**src/rtl/mrm_pkg.sv**
```systemverilog
package mrm_pkg;

  typedef enum logic [1:0] {
    ST_MODRM,
    ST_SIB,
    ST_DISP,
    ST_OUT
  } mrm_state_e;

  localparam logic [1:0] MOD_NODISP = 2'b00;
  localparam logic [1:0] MOD_DISP8  = 2'b01;
  localparam logic [1:0] MOD_DISP32 = 2'b10;
  localparam logic [1:0] MOD_REG    = 2'b11;

  // Field values that act as escapes instead of naming a register
  localparam logic [2:0] RM_ESC_SIB    = 3'b100;
  localparam logic [2:0] RM_ESC_NOBASE = 3'b101;
  localparam logic [2:0] IX_ESC_NONE   = 3'b100;

  localparam int DISP32_BYTES = 4;

  function automatic logic [2:0] disp_bytes_for_mod(input logic [1:0] mod);
    case (mod)
      MOD_DISP8:  return 3'd1;
      MOD_DISP32: return 3'd4;
      default:    return 3'd0;
    endcase
  endfunction

endpackage

```
**src/rtl/mrm_modrm_decode.sv**
```systemverilog
module mrm_modrm_decode
  import mrm_pkg::*;
#(
  parameter int REG_W = 4
) (
  input  logic [7:0]       modrm_i,
  output logic             is_reg_o,
  output logic             need_sib_o,
  output logic             rip_rel_o,
  output logic             base_vld_o,
  output logic [REG_W-1:0] base_num_o,
  output logic [2:0]       disp_len_o
);

  logic [1:0] mod_f;
  logic [2:0] rm_f;

  assign mod_f = modrm_i[7:6];
  assign rm_f  = modrm_i[2:0];

  always_comb begin
    is_reg_o   = 1'b0;
    need_sib_o = 1'b0;
    rip_rel_o  = 1'b0;
    base_vld_o = 1'b0;
    base_num_o = '0;
    disp_len_o = disp_bytes_for_mod(mod_f);
    if (mod_f == MOD_REG) begin
      is_reg_o   = 1'b1;
      base_vld_o = 1'b1;
      base_num_o = REG_W'(rm_f);
      disp_len_o = 3'd0;
    end else if (rm_f == RM_ESC_SIB) begin
      // base and index come from the SIB byte
      need_sib_o = 1'b1;
    end else if (mod_f == MOD_NODISP && rm_f == RM_ESC_NOBASE) begin
      rip_rel_o  = 1'b1;
      disp_len_o = 3'(DISP32_BYTES);
    end else begin
      base_vld_o = 1'b1;
      base_num_o = REG_W'(rm_f);
    end
  end

endmodule

```
**src/rtl/mrm_sib_decode.sv**
```systemverilog
module mrm_sib_decode
  import mrm_pkg::*;
#(
  parameter int REG_W = 4
) (
  input  logic [7:0]       sib_i,
  input  logic [1:0]       mod_i,
  output logic             idx_vld_o,
  output logic [REG_W-1:0] idx_num_o,
  output logic [3:0]       scale_o,
  output logic             base_vld_o,
  output logic [REG_W-1:0] base_num_o,
  output logic [2:0]       disp_len_o
);

  logic [1:0] ss_f;
  logic [2:0] ix_f;
  logic [2:0] bs_f;

  assign ss_f = sib_i[7:6];
  assign ix_f = sib_i[5:3];
  assign bs_f = sib_i[2:0];

  assign scale_o = 4'b0001 << ss_f;

  always_comb begin
    idx_vld_o = (ix_f != IX_ESC_NONE);
    idx_num_o = idx_vld_o ? REG_W'(ix_f) : '0;
  end

  always_comb begin
    if (mod_i == MOD_NODISP && bs_f == RM_ESC_NOBASE) begin
      base_vld_o = 1'b0;
      base_num_o = '0;
      disp_len_o = 3'(DISP32_BYTES);
    end else begin
      base_vld_o = 1'b1;
      base_num_o = REG_W'(bs_f);
      disp_len_o = disp_bytes_for_mod(mod_i);
    end
  end

endmodule

```
**src/rtl/mrm_disp_accum.sv**
```systemverilog
module mrm_disp_accum #(
  parameter int DISP_W = 64,
  parameter int LANE_W = $clog2(DISP_W / 8)
) (
  input  logic              clk,
  input  logic              rst,
  input  logic              clear_i,
  input  logic              load_i,
  input  logic [LANE_W-1:0] lane_i,
  input  logic [7:0]        byte_i,
  output logic [DISP_W-1:0] disp_o
);

  localparam int LANES = DISP_W / 8;

  logic [7:0] lane_q [LANES];

  // Each byte lands in its lane; all higher lanes take its sign, so the
  // value is sign-extended correctly after whichever byte is the last.
  for (genvar g = 0; g < LANES; g++) begin : g_lane
    always_ff @(posedge clk) begin
      if (rst || clear_i) begin
        lane_q[g] <= '0;
      end else if (load_i) begin
        if (LANE_W'(g) == lane_i) begin
          lane_q[g] <= byte_i;
        end else if (LANE_W'(g) > lane_i) begin
          lane_q[g] <= {8{byte_i[7]}};
        end
      end
    end
    assign disp_o[g*8 +: 8] = lane_q[g];
  end

endmodule

```
**src/rtl/mrm_parser.sv**
```systemverilog
module mrm_parser
  import mrm_pkg::*;
#(
  parameter int REG_W  = 4,
  parameter int DISP_W = 64,
  parameter int CNT_W  = 3
) (
  input  logic              clk,
  input  logic              rst,
  input  logic              in_valid,
  output logic              in_ready,
  input  logic [7:0]        in_byte,
  output logic              desc_valid,
  input  logic              desc_ready,
  output logic              desc_is_reg,
  output logic              desc_rip_rel,
  output logic              desc_base_vld,
  output logic [REG_W-1:0]  desc_base_num,
  output logic              desc_idx_vld,
  output logic [REG_W-1:0]  desc_idx_num,
  output logic [3:0]        desc_scale,
  output logic [DISP_W-1:0] desc_disp,
  output logic [CNT_W-1:0]  desc_len
);

  localparam int LANE_W = $clog2(DISP_W / 8);

  mrm_state_e       state_q;
  logic [1:0]       mod_q;
  logic             is_reg_q, rip_q, base_vld_q, idx_vld_q;
  logic [REG_W-1:0] base_q, idx_q;
  logic [3:0]       scale_q;
  logic [CNT_W-1:0] cnt_q;
  logic [2:0]       left_q;
  logic [LANE_W-1:0] lane_q;

  logic take;

  // ModR/M field decode
  logic             m_is_reg, m_need_sib, m_rip, m_base_vld;
  logic [REG_W-1:0] m_base;
  logic [2:0]       m_len;

  // SIB field decode
  logic             s_idx_vld, s_base_vld;
  logic [REG_W-1:0] s_idx, s_base;
  logic [3:0]       s_scale;
  logic [2:0]       s_len;

  assign in_ready   = (state_q != ST_OUT);
  assign desc_valid = (state_q == ST_OUT);
  assign take       = in_valid && in_ready;

  mrm_modrm_decode #(.REG_W(REG_W)) u_modrm (
    .modrm_i    (in_byte),
    .is_reg_o   (m_is_reg),
    .need_sib_o (m_need_sib),
    .rip_rel_o  (m_rip),
    .base_vld_o (m_base_vld),
    .base_num_o (m_base),
    .disp_len_o (m_len)
  );

  mrm_sib_decode #(.REG_W(REG_W)) u_sib (
    .sib_i      (in_byte),
    .mod_i      (mod_q),
    .idx_vld_o  (s_idx_vld),
    .idx_num_o  (s_idx),
    .scale_o    (s_scale),
    .base_vld_o (s_base_vld),
    .base_num_o (s_base),
    .disp_len_o (s_len)
  );

  mrm_disp_accum #(.DISP_W(DISP_W), .LANE_W(LANE_W)) u_disp (
    .clk     (clk),
    .rst     (rst),
    .clear_i (take && state_q == ST_MODRM),
    .load_i  (take && state_q == ST_DISP),
    .lane_i  (lane_q),
    .byte_i  (in_byte),
    .disp_o  (desc_disp)
  );

  always_ff @(posedge clk) begin
    if (rst) begin
      state_q    <= ST_MODRM;
      mod_q      <= '0;
      is_reg_q   <= 1'b0;
      rip_q      <= 1'b0;
      base_vld_q <= 1'b0;
      base_q     <= '0;
      idx_vld_q  <= 1'b0;
      idx_q      <= '0;
      scale_q    <= 4'd1;
      cnt_q      <= '0;
      left_q     <= '0;
      lane_q     <= '0;
    end else begin
      case (state_q)
        ST_MODRM: if (take) begin
          mod_q      <= in_byte[7:6];
          is_reg_q   <= m_is_reg;
          rip_q      <= m_rip;
          base_vld_q <= m_base_vld;
          base_q     <= m_base;
          idx_vld_q  <= 1'b0;
          idx_q      <= '0;
          scale_q    <= 4'd1;
          cnt_q      <= CNT_W'(1);
          lane_q     <= '0;
          left_q     <= m_len;
          if (m_need_sib)         state_q <= ST_SIB;
          else if (m_len != 3'd0) state_q <= ST_DISP;
          else                    state_q <= ST_OUT;
        end
        ST_SIB: if (take) begin
          idx_vld_q  <= s_idx_vld;
          idx_q      <= s_idx;
          scale_q    <= s_scale;
          base_vld_q <= s_base_vld;
          base_q     <= s_base;
          cnt_q      <= cnt_q + CNT_W'(1);
          left_q     <= s_len;
          state_q    <= (s_len != 3'd0) ? ST_DISP : ST_OUT;
        end
        ST_DISP: if (take) begin
          cnt_q  <= cnt_q + CNT_W'(1);
          lane_q <= lane_q + LANE_W'(1);
          left_q <= left_q - 3'd1;
          if (left_q == 3'd1) state_q <= ST_OUT;
        end
        ST_OUT: if (desc_ready) state_q <= ST_MODRM;
        default: state_q <= ST_MODRM;
      endcase
    end
  end

  assign desc_is_reg   = is_reg_q;
  assign desc_rip_rel  = rip_q;
  assign desc_base_vld = base_vld_q;
  assign desc_base_num = base_q;
  assign desc_idx_vld  = idx_vld_q;
  assign desc_idx_num  = idx_q;
  assign desc_scale    = scale_q;
  assign desc_len      = cnt_q;

  // held descriptor is frozen and blocks input
  a_r9_hold_stable: assert property (@(posedge clk) disable iff (rst)
    desc_valid && !desc_ready |=> desc_valid && $stable(desc_disp) &&
      $stable(desc_len) && $stable(desc_base_num) && $stable(desc_idx_num));
  a_r9_no_input: assert property (@(posedge clk) disable iff (rst)
    desc_valid |-> !in_ready);
  // release reopens input on the next cycle
  a_r10_reopen: assert property (@(posedge clk) disable iff (rst)
    desc_valid && desc_ready |=> in_ready && !desc_valid);
  // RIP-relative form has neither base nor index and five bytes
  a_r4_rip_shape: assert property (@(posedge clk) disable iff (rst)
    desc_valid && desc_rip_rel |-> !desc_base_vld && !desc_idx_vld &&
      desc_len == CNT_W'(5));
  // register operand is a single byte with no displacement
  a_r2_reg_shape: assert property (@(posedge clk) disable iff (rst)
    desc_valid && desc_is_reg |-> desc_len == CNT_W'(1) &&
      desc_disp == '0 && !desc_idx_vld);
  // scale is always a single power of two
  a_r5_scale_pow2: assert property (@(posedge clk) disable iff (rst)
    desc_valid |-> $countones(desc_scale) == 1);
  // lengths 4, 0 and above 6 cannot occur
  a_r3_len_legal: assert property (@(posedge clk) disable iff (rst)
    desc_valid |-> desc_len != '0 && desc_len != CNT_W'(4) &&
      desc_len <= CNT_W'(6));
  // an idle cycle does not advance the parse
  a_r11_idle_hold: assert property (@(posedge clk) disable iff (rst)
    !in_valid && !desc_valid |=> !desc_valid && $stable(desc_len));

endmodule

```
**config.mk**
```make
export PLATFORM = sky130hd
export DESIGN_NAME = mrm_parser
export DESIGN_NICKNAME = d
export VERILOG_FILES = /design/src/rtl/mrm_pkg.sv /design/src/rtl/mrm_modrm_decode.sv /design/src/rtl/mrm_sib_decode.sv /design/src/rtl/mrm_disp_accum.sv /design/src/rtl/mrm_parser.sv
export SDC_FILE = /design/constraint.sdc
export NUM_CORES = 1
export LEC_CHECK = 0
export BUFFER_PORTS_ARGS = -buffer_cell sky130_fd_sc_hd__buf_2
export CAP_MARGIN = 20
export CORE_UTILIZATION = 49
export CTS_CLUSTER_SIZE = 8
export DETAILED_ROUTE_END_ITERATION = 16
export PLACE_DENSITY = 0.81
export SLEW_MARGIN = 20
export SYNTH_ARGS = -nofsm -noshare
export SYNTH_HDL_FRONTEND = slang
export SYNTH_SLANG_ARGS = --single-unit
```
**constraint.sdc**
```tcl
create_clock -name clk -period 2.5 [get_ports clk]
set_input_delay 0.5 -clock clk [delete_from_list [all_inputs] [get_ports clk]]
set_output_delay 0.5 -clock clk [all_outputs]
set_load 0.05 [all_outputs]
```
Yosys cells after proc, flatten, opt, wreduce, memory -nomap -nowiden:

Memories as Yosys holds them, arrays and structs flattened.
Index checks and enable logic that the tools add are counted.

* register bits after elaboration: 29
* memory bits (writable): 64
* input port bits: 12
* memories: 1

* $add $sub $neg: 3
* magnitude comparators: 8
* equality and inequality tests: 26
* shifts and indexed selects: 1
* muxes and demuxes: 145
* bitwise logic cells: 16
* reductions and logical operators: 23

Memories
* u_disp.lane_q: depth 8, width 8, rd ports 8, clocked after Yosys merged registers in 0, write ports 8, RTL line mrm_disp_accum.sv:16 `logic [7:0] lane_q [LANES];`

Operator list (number)
* two-way mux 8 bit: 16
* two-way mux 1 bit: 90
* two-way mux 3 bit: 14
* two-way mux 4 bit: 8
* one-hot mux 3 bit (2 select lines): 4
* one-hot mux 4 bit (2 select lines): 3
* bitwise OR 1 bit: 16
* equality test 3 bit, first input constant: 4
* > comparator 3 bit, first input constant: 4
* two-way mux 2 bit: 6
* equality test 2 bit, second input constant: 5
* one-hot mux 3 bit (3 select lines): 1
* AND reduction 3 bit: 3
* nonzero test 3 bit: 3
* != test 2 bit, second input constant: 4
* one-hot mux 2 bit (4 select lines): 1
* adder 3 x 1 -> 3 bit, second input constant: 2
* equality test 2 x 1 -> 1 bit, second input constant: 3
* equality test 2 x 3 -> 1 bit, first input constant: 2
* equality test 3 bit, second input constant: 2
* > comparator 1 x 3 -> 1 bit, first input constant: 2
* > comparator 2 x 3 -> 1 bit, first input constant: 2
* zero test 2 bit: 3
* != test 2 x 1 -> 1 bit, second input constant: 3
* other kinds (14): 21

Logic depth before layout (Yosys ltp):

Gate-level depths: netlist (run 1).

* depth after elaboration: 10
* depth in mapped cells: 8
* mapped depth without buffers: 6

By module:

Synthesis (run 1) repeated with hierarchy kept, for this count alone.

* cell total of the unflattened synthesis: 430
* area, all modules: 4405.5 um2

By module, submodules not included
* mrm_disp_accum: instances 1, cells each 223, area an instance 2720.1 um2, seq. area each 1921.8 um2
* mrm_parser: instances 1, cells each 166, area an instance 1435.1 um2, seq. area each 580.6 um2
* mrm_sib_decode: instances 1, cells each 25, area an instance 132.6 um2, seq. area each 0.0 um2
* mrm_modrm_decode: instances 1, cells each 16, area an instance 117.6 um2, seq. area each 0.0 um2

Worst setup path after synthesis (run 1):

Ideal clock, no wire load.

* path type: register to register
* from: register state_q[0]
* to: memory u_disp.lane_q[4][0], in the netlist u_disp.lane_q[1][0], enable pin
* library setup time: 384 ps
* data arrival time: 2264 ps
* required time: 2116 ps
* slack: -148 ps
* stages on the path, launching flop included: 6
* path buffers: 1
* cell sequence: dfxtp_1 -> ha_1 -> nand3b_1 -> or2_1 -> buf_6 -> o21ai_0

RTL lines
* from (decl): RTL line mrm_parser.sv:28 `mrm_state_e state_q;`
* from (signal assigned): RTL line mrm_parser.sv:125 `state_q <= (s_len != 3'd0) ? ST_DISP : ST_OUT;`
* to (decl): RTL line mrm_disp_accum.sv:16

==> results of run 1 <==
stage by stage:
stage | worst slack (ns) | instances
after floorplan | -0.0629 | 409
after CTS | 0.178 | 614
final | 0.214 | 614
after global routing | 0.0867 | 614
after global placement | 0.320 | 598
after detailed placement | 0.209 | 598
Yosys cell counts, drive strengths merged:
| cell | instances |
|---|---|
| o31a | 1 |
| xnor2 | 1 |
| nand4b | 2 |
| conb | 1 |
| or2 | 2 |
| a222oi | 1 |
| a21oi | 23 |
| buf | 11 |
| and3b | 2 |
| a22oi | 2 |
| nand2b | 8 |
| nor2b | 5 |
| a21o | 10 |
| clkbuf | 15 |
| a32o | 1 |
| o31ai | 6 |
| edfxtp | 64 |
| a31oi | 1 |
| a32oi | 3 |
| nor4 | 8 |
| o2111ai | 1 |
| and2 | 1 |
| a211oi | 2 |
| nor3 | 5 |
| a221oi | 1 |
| a311oi | 3 |
| nand3b | 3 |
| nand3 | 7 |
| o22ai | 1 |
| inv | 16 |
| o21ai | 13 |
| o211ai | 2 |
| ha | 12 |
| nor2 | 26 |
| nand2 | 114 |
| mux2i | 4 |
| dfxtp | 27 |
| nor3b | 3 |
where the power goes:
group / switching (mW) / internal (mW)
clock: 0.526 / 0.668
combinational: 1.88 / 0.577
sequential: 0.143 / 2.04
metal layers:
metal | up-vias | routed length, um
li1 | 1607 | -
met1 | 1502 | 3880
met2 | 170 | 4660
met3 | 10 | 1020
met4 | 0 | 100
met5 | - | 0
cell families (layout without fill, tap and decap cells):
family                     after synthesis  count (layout)  share of synthesized area [%]
DFF                                     91              91                           58.6
AOI/OAI and AO/OA                       71              71                           10.9
other                                    1               2                         0.0892
and+or+nand+nor                        186             186                           21.2
buffers and inverters                   42             142                           4.52
muxes                                    4               4                          0.953
xor gates and xnor gates                 1               1                          0.208
adders and majority gates               12              12                           3.57
path summary, 6_finish.rpt:
kind	end	slack (ns)	depth (start not counted)
setup reg to reg	u_disp.lane_q[0][21]$_DFFE_PP_	0.21	5
hold reg to reg	desc_scale[2]$_SDFFE_PP0P_	0.46	2
setup / recovery	u_disp.lane_q[0][21]$_DFFE_PP_	0.21	5
hold / removal	desc_scale[2]$_SDFFE_PP0P_	0.46	2
layout make-up:
| cell class | count | area, um2 | share of cell area, % |
|---|---|---|---|
| Multi-Input combinational cell | 276 | 1560 | 30.9 |
| Clock buffer | 10 | 128 | 2.52 |
| Sequential cell | 91 | 2460 | 48.7 |
| Tap cell | 105 | 131 | 2.60 |
| Clock inverter | 6 | 113 | 2.22 |
| Inverter | 16 | 60.1 | 1.19 |
| Timing Repair Buffer | 110 | 603 | 11.9 |
critical path, stage by stage, from the launching register on:
cell	delay, ns
dfxtp_1	0.37
inv_1	0.17
ha_1	0.21
nand3b_1	0.13
buf_12	0.18
o31ai_1	0.85
placed cells by master (no fill, tap or decap), types with 7 or more instances in the layout:
cell type / synthesis / final
a21o_1: 10 / 10
a21oi_1: 23 / 23
buf_2: 2 / 94
buf_4: 2 / 15
clkbuf_8: 0 / 9
dfxtp_1: 27 / 27
edfxtp_1: 64 / 64
ha_1: 12 / 12
inv_1: 16 / 16
nand2_1: 114 / 114
nand2b_1: 8 / 8
nand3_1: 7 / 7
nor2_1: 26 / 26
o21ai_0: 13 / 12
==> reports/results.tsv, run 1 <==
metric	value	unit
cts_tree	built	
yosysTopAreaCell	edfxtp_1	
routed_wl	9660	um
hold_class	reg2reg	
postSynthAreaPerCell	10.3	um2
root_buffer	clkbuf_8	
drv_cap	0	
vias	3289	
status	finished clean	
finClkSkew	0.00482	ns
vias_per_cell	5.36	
clockBufferDepth	2	
finalCritPeriodShare	91.4	%
cts_buffers	9	
placed_cell_area	4810	um2
met2_usage	37.5	%
core_area	8260	um2
final_area	5060	um2
cts_max_level	3	
die_h	94.6	um
die_area	8950	um2
finish.utilization	61.3	%
largest_reg_flops	64	
fin_crit	2.29	ns
worst_pin_slew	1.02	ns
cp.required	2.48	ns
gr-usage-met1	29.1	%
met3_usage	3.70	%
r2r_start	state_q[0]$_SDFFE_PP0P_	
hpwl	6750	um
num_antenna_cells	0	
drive_above_1_share	26.5	%
dr.pass1.iters	5	
start_util	50.9	%
final_nets	528	
ir_drop	0.534	mV
cp_max_fo	16	
synth_cell_types	44	
antenna_found_initial	0	
clock_latency	0.36	ns
synth_area_leaders	edfxtp_1, dfxtp_1, nand2_1	
hold_violations	0	
hp-start	desc_scale[2]$_SDFFE_PP0P_	
grt_overflow	0	
worst_setup_path_start_kind	register	
grt_max_degree	27	
clkTransAtPathRegs	0.09	ns
grt_pass1_vias	3054	
clock-sinks	91	
finalPower	5.84	mW
area_delta_synth_final	20.4	%
drt_iter0_markers	199	
hold_buffers	0	
critPathCaptureType	register	
place_congestion	0.875	
yosys_warnings	0	
slew_violations	0	
slew_headroom	31.5	%
grt_first_pass_wirelength	15000	um
netlist_area	4200	um2
top_register	u_disp.lane_q	
fmax	437	MHz
io_buffers	94	
fin_setup_tns	0	ns
startpoint	state_q[0]$_SDFFE_PP0P_	
rsz0062_at_grt	no	
syn_inst	408	
fillers	705	
ys_seq_area_share	58.6	%
grt.total_usage	22.4	%
path_class	reg2reg	
finalSetupViolCount	0	
worstPathArrival	2.27	ns
ios	97	
power.density	1150	nW/um2
p_leak	2.43	nW
drcViolationCount	0	
synthDominantCellAreaShare	45.7	%
fin_hold_ws	0.464	ns
rows	33	
cts_resized	0	
wl_per_cell	15.7	um
cts_setup_buffers	0	
ys_seq_elements	91	
top_usage_layer	met2	
postRouteAntennaNets	0	
fp.dieW	94.6	um
Note: power is estimated with default switching activity, not from simulation.
==> run 2, diff against run 1 <==
- CTS_CLUSTER_SIZE: 8 -> 25
- RECOVER_POWER: not set -> 25
==> reports/results.tsv, run 2 (synthesis results as in run 1) <==
metric	value	unit
status	finished clean	
fmax	439	MHz
final_nets	528	
grt_pass1_vias	3054	
cts_resized	0	
cts_buffers	9	
rows	33	
drv_cap	0	
worst_setup_path_start_kind	register	
dr.pass1.iters	5	
instances_no_fill	614	
hpwl	6750	um
drt_iter0_markers	204	
worst_slack	0.224	ns
p_sw_share	44.3	%
place_congestion	0.875	
drcViolationCount	0	
wl_per_cell	15.7	um
largest_reg_flops	64	
finalSetupViolCount	0	
area_delta_synth_final	18.7	%
finClkSkew	0.00553	ns
postRouteAntennaNets	0	
clock-sinks	91	
worst_pin_slew	1.01	ns
p_leak	2.22	nW
cts_max_level	3	
fp.dieW	94.6	um
hold_buffers	0	
core_area	8260	um2
ios	97	
rsz0062_at_grt	no	
seqPwrFrac	37.9	%
power.density	1160	nW/um2
placed_cell_area	4810	um2
p_switching	2.56	mW
dp_cells	598	
top_register	u_disp.lane_q	
die_h	94.6	um
wl_met1	3940	um
grt.total_usage	22.4	%
layout_commonest_cell	nand2_1	
start_util	50.9	%
final_area	4990	um2
cp_slowest_cell	o31ai_1	
pre_cts_slack	0.209	ns
fin_crit	2.28	ns
cp.required	2.48	ns
layout_common_cells	nand2_1, edfxtp_1, clkbuf_1	
vias_per_cell	5.36	
slew_violations	0	
slew_headroom	31.9	%
power_frac_comb	41.4	%
fillers	715	
finalCritPeriodShare	91.0	%
dr.max_layer_used	met4	
clock_latency	0.35	ns
die_area	8950	um2
num_antenna_cells	0	
grt_overflow	0	
path_class	reg2reg	
ir_drop	0.533	mV
cp_max_fo	16	
hold_violations	0	
internal-power	3.21	mW
critPathCaptureType	register	
hold_class	reg2reg	
clockBufferDepth	2	
worstPathArrival	2.25	ns
max_stage_delay	0.84	ns
crit_chain	inv_1, ha_1, nand3b_1, buf_12, o31ai_1	
crit_buf_inv	2	
grt_max_degree	27	
root_buffer	clkbuf_8	
met3WireLength	915	um
clkTransAtPathRegs	0.09	ns
met2_length	4620	um
finalPower	5.77	mW
vias	3290	
clkPwrFrac	20.7	%
cts_tree	built	
io_buffers	94	
reg2reg_setup_slack	0.22	ns
drive_above_1_share	15.3	%
cpLargestDelayFamily	compound AO/OA/AOI/OAI gates	
routed_wl	9630	um
cts_setup_buffers	0	
antenna_found_initial	0	
grt_first_pass_wirelength	15000	um
[run 2: cell types whose count changed in the layout (fill, tap and decap cells not counted), sizes merged]
cell	previous run	this run
buf	110	53
clkbuf	10	67
[run 2: power by group through the flow]
stage | clock (mW) | combinational, mW | sequential (mW)
final | 1.19 | 2.39 | 2.19
after global routing | 1.25 | 2.54 | 2.22
after CTS | 1.20 | 2.45 | 2.18
after detailed placement | 0 | 2.45 | 2.22
after global placement | 0 | 2.40 | 2.20
after floorplan | 0 | 0.779 | 3.30
[run 2: tightest hold or removal path: cells and delay by family, from the launching register on]
family	cells	cell delay, ns
and+or+nand+nor	1	0.05
AOI/OAI and AO/OA	1	0.05
DFF	1	0.32
[run 2: layout make-up]
| type | instances | area, um2 | share of cell area (%) |
|---|---|---|---|
| repair buffers | 110 | 529 | 10.6 |
| well taps | 105 | 131 | 2.63 |
| clock buffers | 10 | 128 | 2.56 |
| flip-flops and latches | 91 | 2460 | 49.4 |
| inverters | 16 | 60.1 | 1.20 |
| clock inverters | 6 | 113 | 2.26 |
| multi-input cells | 276 | 1560 | 31.4 |
[run 2: layer usage]
metal	up-vias	global-route usage, %
li1	1605	-
met1	1526	29.1
met2	145	37.5
met3	14	3.70
met4	0	8.46
met5	-	0
[run 2: path summary, 6_finish.rpt]
check,startpoint,to,depth (start not counted)
hold reg to reg,desc_scale[2]$_SDFFE_PP0P_,desc_scale[2]$_SDFFE_PP0P_,2
hold / removal,desc_scale[2]$_SDFFE_PP0P_,desc_scale[2]$_SDFFE_PP0P_,2
setup / recovery,state_q[0]$_SDFFE_PP0P_,u_disp.lane_q[0][21]$_DFFE_PP_,5
setup reg to reg,state_q[0]$_SDFFE_PP0P_,u_disp.lane_q[0][21]$_DFFE_PP_,5
[run 2: through the flow]
stage | utilization [%] | hold WS (ns) | TNS, ns
global route | 60.4 | 0.498 | 0
detailed placement | 58.3 | 0.449 | 0
global placement | 58.3 | 0.439 | 0
CTS | 61.2 | 0.467 | 0
finish | 60.4 | 0.463 | 0
floorplan | - | 0.464 | -1.27
==> run 3, diff against run 2 <==
- REMOVE_ABC_BUFFERS: not set -> 1
==> reports/results.tsv, run 3 (synthesis results as in run 1) <==
metric	value	unit
layout_common_cells	nand2_1, edfxtp_1, clkbuf_1	
clock_latency	0.37	ns
finish.utilization	59.8	%
hold_violations	0	
hold_class	in2reg	
power.density	1140	nW/um2
drt_iter0_markers	269	
cpMostUsedCell	buf_4	
path_class	reg2reg	
fmax	432	MHz
dr.pass1.iters	5	
largest_reg_flops	64	
root_buffer	clkbuf_8	
cts_tree	built	
cts_max_level	3	
status	finished clean	
die_area	8950	um2
start_util	50.9	%
vias_per_cell	5.54	
instances_no_fill	613	
worst_pin_slew	0.739	ns
top_register	u_disp.lane_q	
postRouteAntennaNets	0	
rows	33	
core_area	8260	um2
rsz0062_at_grt	no	
vias	3395	
cp_slowest_cell	or2_1	
cts_buffers	9	
wl_per_cell	16.3	um
finalPower	5.62	mW
grt_overflow	0	
grt.total_usage	23.2	%
max_stage_delay	0.39	ns
drcViolationCount	0	
clock-sinks	91	
crit_chain	ha_1, nand3b_1, buf_4, or2_1, o21ai_0, buf_4	
critPathCaptureType	register	
slew_violations	0	
place_congestion	0.854	
cp.required	2.59	ns
cts_setup_buffers	0	
clockBufferDepth	2	
grt_max_degree	23	
hpwl	7040	um
fillers	713	
antenna_found_initial	0	
drive_above_1_share	15.7	%
clkTransAtPathRegs	0.09	ns
final_nets	527	
slew_headroom	50.7	%
grt_first_pass_wirelength	15600	um
finalSetupViolCount	0	
ios	97	
io_buffers	94	
finalCritPeriodShare	92.5	%
cts_resized	0	
area_delta_synth_final	17.4	%
routed_wl	10000	um
cp_max_fo	10	
die_h	94.6	um
worst_setup_path_start_kind	register	
drv_cap	0	
crit_buf_inv	2	
fin_hold_ws	0.384	ns
hold_buffers	0	
reg2reg_setup_slack	0.19	ns
grt_pass1_vias	3135	
cpLargestDelayFamily	simple AND/OR/NAND/NOR gates	
ir_drop	0.682	mV
fin_crit	2.31	ns
dp_cells	597	
fp.dieW	94.6	um
finClkSkew	0.00938	ns
worstPathArrival	2.40	ns
p_leak	2.19	nW
layout_commonest_cell	nand2_1	
num_antenna_cells	0	
[run 3: changes by cell type in the layout (fill, tap and decap cells not counted), sizes merged]
cell    change
buf         -1
inv         +3
bufinv      -2
clkbuf      -1
[run 3: layer usage]
layer	vias up	wire length (um)	part of all wire [%]	GRT usage, %
met5	-	0	0	0
met4	0	282	2.8	9.72
met3	26	1010	10	5.23
met2	192	4760	48	37.9
met1	1577	3960	40	29.7
li1	1600	-	-	-
[run 3: worst register-to-register path: stages (launching register included)]
cell	delay, ns
dfxtp_1	0.36
ha_1	0.28
nand3b_1	0.33
buf_4	0.24
or2_1	0.39
o21ai_0	0.24
buf_4	0.19
[run 3: path summary, 6_finish.rpt]
kind                                                   start                                end  depth (start not counted)
worst min register to register  desc_idx_num[2]$_SDFFE_PP0P_       desc_idx_num[2]$_SDFFE_PP0P_                          2
worst max register to register       state_q[0]$_SDFFE_PP0P_  u_disp.lane_q[1][0]$_SDFFCE_PN0P_                          6
worst max-delay path                 state_q[0]$_SDFFE_PP0P_  u_disp.lane_q[1][0]$_SDFFCE_PN0P_                          6
worst min-delay path                                     rst             lane_q[2]$_SDFFE_PP0P_                          2
[run 3: cell type report]
type	count	area, um2	share of cell area (%)
clock inverters	7	80.1	1.62
flip-flops and latches	91	2460	49.9
inverters	16	60.1	1.22
well taps	105	131	2.66
multi-input cells	276	1570	31.8
clock buffers	9	124	2.51
repair buffers	109	509	10.3
[run 3: metrics by stage]
| step | worst slack (ns) | TNS [ns] | instance area (um2) |
|---|---|---|---|
| after floorplan | -0.418 | -6.25 | 4080 |
| after global placement | 0.299 | 0 | 4790 |
| after detailed placement | 0.220 | 0 | 4790 |
| after CTS | 0.213 | 0 | 4990 |
| after global routing | 0.0848 | 0 | 4940 |
| final | 0.187 | 0 | 4940 |
[run 3: power breakdown]
group	leakage (nW)	internal [mW]	switching, mW
clock	0.103	0.478	0.566
combinational	1.17	0.495	1.89
sequential	0.918	2.04	0.152
